$ cat src/rtl/dbg_pwr_pkg.sv
package dbg_pwr_pkg;
  typedef enum logic [1:0] {
    RGN_CTRL = 2'd0,
    RGN_STAT = 2'd1,
    RGN_PROT = 2'd2
  } rgn_e;

  // bit positions decoded by the power controller and the debugger
  localparam int unsigned PUR_BIT = 3;
  localparam int unsigned NPD_BIT = 0;
  localparam int unsigned PU_BIT  = 0;
  localparam int unsigned DLK_BIT = 6;
endpackage

$ cat src/rtl/dbg_pwr_access.sv
module dbg_pwr_access
  import dbg_pwr_pkg::*;
#(
  parameter int unsigned ADDR_W = 12,
  parameter logic [ADDR_W-1:0] CTRL_OFS = 12'h310,
  parameter logic [ADDR_W-1:0] STAT_OFS = 12'h314
) (
  input  logic              req_i,
  input  logic              we_i,
  input  logic [ADDR_W-1:0] addr_i,
  input  logic              pwr_ack_i,
  input  logic              dlk_i,
  output rgn_e              rgn_o,
  output logic              acc_ok_o,
  output logic              prot_sel_o,
  output logic              prot_we_o,
  output logic              deny_o
);
  always_comb begin
    if (addr_i == CTRL_OFS)      rgn_o = RGN_CTRL;
    else if (addr_i == STAT_OFS) rgn_o = RGN_STAT;
    else                         rgn_o = RGN_PROT;
  end

  assign acc_ok_o   = pwr_ack_i & ~dlk_i;
  assign prot_sel_o = req_i & (rgn_o == RGN_PROT) & acc_ok_o;
  assign prot_we_o  = prot_sel_o & we_i;
  assign deny_o     = req_i & (rgn_o == RGN_PROT) & ~acc_ok_o;
endmodule

$ cat src/rtl/dbg_pwr_ctrl_reg.sv
module dbg_pwr_ctrl_reg
  import dbg_pwr_pkg::*;
#(
  parameter int unsigned DATA_W = 32
) (
  input  logic              clk_i,
  input  logic              rst_ni,
  input  logic              wr_en_i,
  input  logic [DATA_W-1:0] wdata_i,
  input  logic              core_pd_req_i,
  output logic              pur_o,
  output logic              npd_o,
  output logic              pd_allow_o,
  output logic              pd_emul_o
);
  logic pur_q, npd_q;

  always_ff @(posedge clk_i or negedge rst_ni) begin
    if (!rst_ni) begin
      pur_q <= 1'b0;
      npd_q <= 1'b0;
    end else if (wr_en_i) begin
      pur_q <= wdata_i[PUR_BIT];
      npd_q <= wdata_i[NPD_BIT];
    end
  end

  assign pur_o      = pur_q;
  assign npd_o      = npd_q;
  // keep-powered turns a core powerdown into an emulated one
  assign pd_allow_o = core_pd_req_i & ~npd_q;
  assign pd_emul_o  = core_pd_req_i & npd_q;
endmodule

$ cat src/rtl/dbg_pwr_rsp.sv
module dbg_pwr_rsp
  import dbg_pwr_pkg::*;
#(
  parameter int unsigned DATA_W = 32
) (
  input  logic              clk_i,
  input  logic              rst_ni,
  input  logic              req_i,
  input  logic              we_i,
  input  rgn_e              rgn_i,
  input  logic              deny_i,
  input  logic [DATA_W-1:0] ctrl_val_i,
  input  logic [DATA_W-1:0] stat_val_i,
  input  logic [DATA_W-1:0] prot_rdata_i,
  output logic [DATA_W-1:0] rdata_o,
  output logic              err_o
);
  logic [DATA_W-1:0] rd_d, rd_q;
  logic              err_q;

  always_comb begin
    rd_d = '0;
    if (req_i && !we_i && !deny_i) begin
      unique case (rgn_i)
        RGN_CTRL: rd_d = ctrl_val_i;
        RGN_STAT: rd_d = stat_val_i;
        default:  rd_d = prot_rdata_i;
      endcase
    end
  end

  always_ff @(posedge clk_i or negedge rst_ni) begin
    if (!rst_ni) begin
      rd_q  <= '0;
      err_q <= 1'b0;
    end else begin
      rd_q  <= rd_d;
      err_q <= deny_i;
    end
  end

  assign rdata_o = rd_q;
  assign err_o   = err_q;
endmodule

$ cat src/rtl/dbg_pwr_ctl.sv
module dbg_pwr_ctl
  import dbg_pwr_pkg::*;
#(
  parameter int unsigned ADDR_W = 12,
  parameter int unsigned DATA_W = 32,
  parameter logic [ADDR_W-1:0] CTRL_OFS = 12'h310,
  parameter logic [ADDR_W-1:0] STAT_OFS = 12'h314
) (
  input  logic              clk_i,
  input  logic              rst_ni,
  input  logic              req_i,
  input  logic              we_i,
  input  logic [ADDR_W-1:0] addr_i,
  input  logic [DATA_W-1:0] wdata_i,
  output logic [DATA_W-1:0] rdata_o,
  output logic              err_o,
  output logic              prot_sel_o,
  output logic              prot_we_o,
  input  logic [DATA_W-1:0] prot_rdata_i,
  output logic              pwrup_req_o,
  output logic              nopd_req_o,
  input  logic              pwr_ack_i,
  input  logic              dlk_i,
  input  logic              core_pd_req_i,
  output logic              pd_allow_o,
  output logic              pd_emul_o,
  output logic              acc_ok_o
);
  rgn_e              rgn;
  logic              deny;
  logic              ctrl_wr;
  logic [DATA_W-1:0] ctrl_val, stat_val;

  dbg_pwr_access #(
    .ADDR_W(ADDR_W), .CTRL_OFS(CTRL_OFS), .STAT_OFS(STAT_OFS)
  ) u_access (
    .req_i      (req_i),
    .we_i       (we_i),
    .addr_i     (addr_i),
    .pwr_ack_i  (pwr_ack_i),
    .dlk_i      (dlk_i),
    .rgn_o      (rgn),
    .acc_ok_o   (acc_ok_o),
    .prot_sel_o (prot_sel_o),
    .prot_we_o  (prot_we_o),
    .deny_o     (deny)
  );

  assign ctrl_wr = req_i & we_i & (rgn == RGN_CTRL);

  dbg_pwr_ctrl_reg #(.DATA_W(DATA_W)) u_ctrl (
    .clk_i         (clk_i),
    .rst_ni        (rst_ni),
    .wr_en_i       (ctrl_wr),
    .wdata_i       (wdata_i),
    .core_pd_req_i (core_pd_req_i),
    .pur_o         (pwrup_req_o),
    .npd_o         (nopd_req_o),
    .pd_allow_o    (pd_allow_o),
    .pd_emul_o     (pd_emul_o)
  );

  always_comb begin
    ctrl_val          = '0;
    ctrl_val[PUR_BIT] = pwrup_req_o;
    ctrl_val[NPD_BIT] = nopd_req_o;
    stat_val          = '0;
    stat_val[PU_BIT]  = pwr_ack_i;  // live, never latched
    stat_val[DLK_BIT] = dlk_i;
  end

  dbg_pwr_rsp #(.DATA_W(DATA_W)) u_rsp (
    .clk_i        (clk_i),
    .rst_ni       (rst_ni),
    .req_i        (req_i),
    .we_i         (we_i),
    .rgn_i        (rgn),
    .deny_i       (deny),
    .ctrl_val_i   (ctrl_val),
    .stat_val_i   (stat_val),
    .prot_rdata_i (prot_rdata_i),
    .rdata_o      (rdata_o),
    .err_o        (err_o)
  );
endmodule

$ cat config.mk
export PLATFORM = sky130hd
export DESIGN_NAME = dbg_pwr_ctl
export DESIGN_NICKNAME = d
export VERILOG_FILES = /design/src/rtl/dbg_pwr_pkg.sv /design/src/rtl/dbg_pwr_access.sv /design/src/rtl/dbg_pwr_ctrl_reg.sv /design/src/rtl/dbg_pwr_rsp.sv /design/src/rtl/dbg_pwr_ctl.sv
export SDC_FILE = /design/constraint.sdc
export NUM_CORES = 1
export LEC_CHECK = 0
export CELL_PAD_IN_SITES_DETAIL_PLACEMENT = 1
export CELL_PAD_IN_SITES_GLOBAL_PLACEMENT = 1
export CORE_MARGIN = 2
export CORE_UTILIZATION = 19
export DETAILED_ROUTE_END_ITERATION = 12
export PLACE_DENSITY = 0.75
export SLEW_MARGIN = 40
export SYNTH_ARGS = -nofsm -noshare
export SYNTH_HDL_FRONTEND = slang
export SYNTH_SLANG_ARGS = --single-unit
$ cat constraint.sdc
create_clock -name clk_i -period 1.25 [get_ports clk_i]
set_input_delay 0.25 -clock clk_i [delete_from_list [all_inputs] [get_ports clk_i]]
set_output_delay 0.25 -clock clk_i [all_outputs]
set_load 0.1 [all_outputs]
### After elaboration in Yosys (flattened, before gate mapping)

Cells that the tools add are included.

* multiplexer cells: 4
* magnitude comparators: 0
* reductions and logical operators: 5
* multiply operators: 0
* equal/unequal tests: 4
* divide/modulo/power cells: 0
* bitwise operators: 12
* shifts and indexed selects: 0
* $add $sub $neg: 0

Operators by type and width (count)
* 32-bit case mux with 2 select lines: 1
* 32-bit two-way mux: 1
* 12-bit by 10-bit == test with 1-bit output, second input constant: 2
* 1-bit AND: 9
* 2-bit two-way mux: 2
* 1-bit inverter: 3
* 2-bit by 1-bit == test with 1-bit output, second input constant: 1
* 2-bit == test, second input constant: 1
* 1-bit logical AND: 2
* 1-bit logical NOT: 2
* 2-bit logical NOT: 1

* latch bits: 0
* logic and storage cells: 29
* bits in read-only memories: 0
* output and inout bits: 40
* register bits: 35
* memories kept: 0
* RAM bits: 0

### Depth between registers and ports, before layout

* word-level depth: 9
* gate-level depth with buffers: 5
* depth with buffers taken out: 3

### By module

A second synthesis with hierarchy kept.

* cell total of the unflattened synthesis: 165
* area total of the unflattened synthesis: 2054.5 um^2

By module, submodules not included
* dbg_pwr_rsp: cells each 145, instances 1, area an instance 1848.0 um^2
* dbg_pwr_access: cells each 12, instances 1, area an instance 105.1 um^2
* dbg_pwr_ctrl_reg: cells each 6, instances 1, area an instance 85.1 um^2
* dbg_pwr_ctl: cells each 2, instances 1, area an instance 16.3 um^2

### Worst setup path before layout

No wires, ideal clock.

* path type: input to output
* start: input port dlk_i
* end: output port prot_we_o
* data required time: 1.000 ns
* data arrival time: 2.670 ns
* stages: 2
* slack: -1.670 ns
* cells stage by stage: nor2b_1 > and4_1

* cells in the longest elaborated chain, start to end: 4

RTL lines
* start: declaration: RTL line dbg_pwr_ctl.sv:23 `input logic dlk_i,`
* 1-bit inverter: RTL line dbg_pwr_access.sv:25 `assign acc_ok_o = pwr_ack_i & ~dlk_i;`
* 1-bit AND: RTL line dbg_pwr_access.sv:25
* 1-bit AND: RTL line dbg_pwr_access.sv:26 `assign prot_sel_o = req_i & (rgn_o == RGN_PROT) & acc_ok_o;`
* 1-bit AND: RTL line dbg_pwr_access.sv:27 `assign prot_we_o = prot_sel_o & we_i;`
* end: declaration: RTL line dbg_pwr_ctl.sv:18 `output logic prot_we_o,`

Every way passes these cells.

### Worst setup path after layout

* start: input port addr_i[6]
* end: output port prot_sel_o

* cells in the longest elaborated chain, start to end: 6
* elaborated cells on any way between the ends: 7
* those cells by class: 3 x eq/ne; 2 x mux; 2 x bitwise

RTL lines
* start: declaration: RTL line dbg_pwr_ctl.sv:13 `input logic [ADDR_W-1:0] addr_i,`
* 12-bit by 10-bit == test with 1-bit output: RTL line dbg_pwr_access.sv:21 `else if (addr_i == STAT_OFS) rgn_o = RGN_STAT;`
* 2-bit two-way mux: RTL line dbg_pwr_access.sv:21
* 2-bit two-way mux (*): RTL line dbg_pwr_access.sv:20 `if (addr_i == CTRL_OFS) rgn_o = RGN_CTRL;`
* 2-bit == test (*): RTL line dbg_pwr_access.sv:26
* 1-bit AND (*) (2 in series): RTL line dbg_pwr_access.sv:26
* end: declaration: RTL line dbg_pwr_ctl.sv:17 `output logic prot_sel_o,`

Mark *: on every way between the ends. The rest lies on a longest branch, timed or not.

==> impl_summary.log <==
[metrics] element type at the critical path end: output port
[metrics] Hold WC Path Type: input pin to flip-flop
[metrics] critical path launch point type: input pin
[metrics] sequential-to-total area share from yosys stat: 0.655
[metrics] Flop pwr share: 0.432
[metrics] multiplexer share of the synthesized area: 0.0477
[metrics] number of warnings reported in the yosys synthesis log: 0
[metrics] cells taking the most area after synthesis: sky130_fd_sc_hd__dfrtp_1, sky130_fd_sc_hd__and2_1, sky130_fd_sc_hd__and2_4
[metrics] switching portion of total power: 0.254
[metrics] share of the synthesized area in the top cell type: 0.655
[metrics] Clk pin slew, worst setup/hold paths: roughly 0.070 ns
[metrics] worst-case vdd ir drop: a little over 400 uV
[metrics] static leakage power: about 1.4 nW
[metrics] post-route total power: between 2 and 3 mW
[metrics] Detailed Place HPWL: ~3.5 mm
[metrics] number of buffers inserted during clock tree synthesis: 5
[metrics] classification of the worst setup path: input pin to output port
[metrics] power share of the combinational group: 0.210
[metrics] Synth Net Count: between 150 and 200
[metrics] Final Wtd Congestion: a little over 0.7
[metrics] largest family of logic cells by synthesized area: simple AND/OR/NAND/NOR gates
[metrics] internal power consumption: ~2.0 mW
[metrics] clock network fraction of design power: 0.358
[metrics] Layout area overhead: 130%
[metrics] placed cell area: between 2000 and 3000 um^2
[metrics] overall fraction of global-route tracks in use: 0.122
[metrics] Rel. slew slack: 0.743
[metrics] number of hold violations in the final report: 0
[metrics] number of fill cells in the layout: between 700 and 800
[metrics] Port-buffer cells: slightly above 90
[metrics] Final TNS setup: -0.767 ns
[metrics] syn avg cell area: between 10 and 15 um^2
[metrics] net total in the final layout: between 200 and 300
[metrics] DRT Pass-1 Iters: 2
[metrics] vias in the first global route: 1344
[metrics] Net Switching: 686 uW
[metrics] post-synthesis compound-gate area fraction: 0.00468
[metrics] Die Span X: 87.9 um
[metrics] wire length of the first global-routing pass: 7.01 mm
[metrics] worst clock skew: roughly 0.00026 ns
[metrics] die height: 87.9 um
[metrics] RSZ-0062 raised after global routing: yes
[metrics] arrival time reported for the critical path endpoint: about 1.2 ns
[metrics] endpoints failing setup: 9
[metrics] most common cell after layout, fill and taps aside: sky130_fd_sc_hd__buf_12
[metrics] Vias: roughly 1200
[metrics] violation count after the first detailed-routing iteration: 14
[metrics] Max Cap Violations: 0
[metrics] cell type contributing the most total cell area after synthesis: sky130_fd_sc_hd__dfrtp_1
[metrics] worst-case setup margin in the final layout: -0.156 ns
[metrics] Tmin final: roughly 1.4 ns
[metrics] largest fanout on the critical path: 3
[metrics] sum of overflow across all layers after global routing: 0
[metrics] CTS root buffer: sky130_fd_sc_hd__clkbuf_8
[metrics] period utilisation layout: 1.12
[metrics] pin count of the biggest net entering global routing: 22
[metrics] Yosys reg bits: 35
[metrics] number of nets with antenna violations after detailed routing: 0
[metrics] # rows: 30
[metrics] number of standard cells after synthesis: 95
[metrics] top-level I/O count: around 120
[metrics] simple-gate portion of the synthesized area: 0.273
[metrics] initial core utilization: 0.197
[metrics] post-detailed-route DRC marker count: 0
[metrics] pwr/cell area: between 800 and 900 nW/um^2
[metrics] Final Routed Wirelength: 4.44 mm
[metrics] max frequency: around 710 MHz
[metrics] final count of pins violating max slew: 0
[metrics] routed len/inst: roughly 14 um
[metrics] xor/xnor cell area share of the yosys netlist: 0
[metrics] fraction of final layout cells with drive strength greater than 1: 0.491
[metrics] commonest cells after routing, fill and taps aside: sky130_fd_sc_hd__buf_12, sky130_fd_sc_hd__clkdlybuf4s50_1, sky130_fd_sc_hd__dfrtp_1
[metrics] core outline area: 6790 um^2
[metrics] Clk Latency, worst-skew pair: approximately 0.28 ns
[metrics] area enclosed by the die boundary: 7730 um^2
[metrics] CP Data Required Time: 1.00 ns
[metrics] post-synthesis share of cell area spent on full adders, half adders and majority gates: 0
[metrics] final cell count without fillers: 310
[metrics] Worst Tran Pin Value: 0.385 ns
[metrics] routed vias/inst: roughly 3.8
[metrics] violated checks: setup timing
[metrics] CTS tree: built
[metrics] Distinct cells, synth: 21
[metrics] status: finished with violations
[metrics] post-placement cell count: 295
[metrics] Max Root-Sink Buffers: 2
[metrics] antenna violations before repair: 0
[metrics] Post-Layout Inst Area: 3080 um^2
[metrics] # H-tree levels: 2
[metrics] Post-Synthesis Cell Area: around 1300 um^2
[metrics] total inserted antenna cells: 0
[metrics] clock tree sinks: 35
## sequential cells by signal, summed over array words and instances (netlist names)
signal / cells
u_ctrl.npd_o: 1
u_ctrl.pur_o: 1
u_rsp.err_o: 1
u_rsp.rdata_o: 32
## synthesized netlist by cell type, drive strengths merged
cell	instances
a31oi	1
mux2	3
and4bb	1
dfrtp	35
and3	1
clkbuf	1
nor4bb	1
nor2b	3
nand2	4
and3b	2
mux2i	3
nand4	1
buf	2
and4	1
nor3	1
and2	30
nand3	2
nand4bb	1
nand3b	1
nor4b	1
## worst max-delay path, stage by stage
cell                      delay [ns]
sky130_fd_sc_hd__buf_6          0.10
sky130_fd_sc_hd__nor4b_4        0.31
sky130_fd_sc_hd__nand3_2        0.14
sky130_fd_sc_hd__and3_4         0.19
sky130_fd_sc_hd__buf_12         0.16
## per-layer routing
layer	global-route usage	routed length [um]	vias up	part of all wire
li1	-	-	547	-
met1	0.137	1670	580	0.37
met2	0.229	2430	57	0.55
met3	0.0434	327	3	0.074
met4	0.0168	23	0	0.0052
met5	0	0	-	0
## per-stage QoR
step,setup slack [ns],hold WS [ns],utilization
after CTS,-0.112,0.436,0.455
after global placement,-0.533,0.186,0.428
after floorplan,-0.333,-0.0456,-
after detailed placement,-0.545,0.198,0.428
final,-0.156,0.404,0.453
after global routing,-0.231,0.422,0.453
## path summary, 6_finish.rpt
kind | from | to | slack (ns) | cells after the start
hold / removal | addr_i[2] | u_rsp.rdata_o[3]$_DFF_PN0_ | 0.40 | 4
min in group asynchronous | rst_ni | u_rsp.err_o$_DFF_PN0_ | 0.43 | 2
hold reg to reg | u_ctrl.pur_o$_DFFE_PN0P_ | u_ctrl.pur_o$_DFFE_PN0P_ | 0.58 | 1
max in group asynchronous | rst_ni | u_rsp.rdata_o[13]$_DFF_PN0_ | 0.37 | 3
setup / recovery | addr_i[6] | prot_sel_o | -0.16 | 5
setup reg to reg | u_ctrl.npd_o$_DFFE_PN0P_ | u_rsp.rdata_o[0]$_DFF_PN0_ | 0.10 | 4
## power groups by stage
stage / Combinational, mW / Sequential [mW] / Clock [mW]
finish: 0.568 / 1.17 / 0.969
global route: 0.599 / 1.17 / 1.06
CTS: 0.580 / 1.17 / 1.02
detailed placement: 0.576 / 1.19 / 0
global placement: 0.566 / 1.19 / 0
floorplan: 0.0939 / 1.32 / 0
## what timing repair did
| action | in CTS | in global routing |
|---|---|---|
| pin swaps | 9 | 2 |
| gates resized for setup | 48 | 10 |
| hold buffers | 1 | 0 |
| endpoints found under the hold margin | 14 | 0 |
| setup endpoints to repair | 40 | 41 |
| buffers inserted | 8 | 0 |
| cloned | 1 | 0 |
## kinds of logic after synthesis
kind of cell,count (synthesis)
AOI/OAI and AO/OA,1
buffers and inverters,3
DFF,35
muxes,6
and+or+nand+nor,50
## cell type report
type | instances | area (um^2) | area share
flip-flops and latches | 35 | 881 | 0.286
multi-input cells | 57 | 499 | 0.162
repair buffers | 115 | 1480 | 0.479
well taps | 96 | 120 | 0.0390
clock buffers | 6 | 72.6 | 0.0236
clock inverters | 1 | 30.0 | 0.00975
Note: power is estimated with default switching activity, not from simulation.
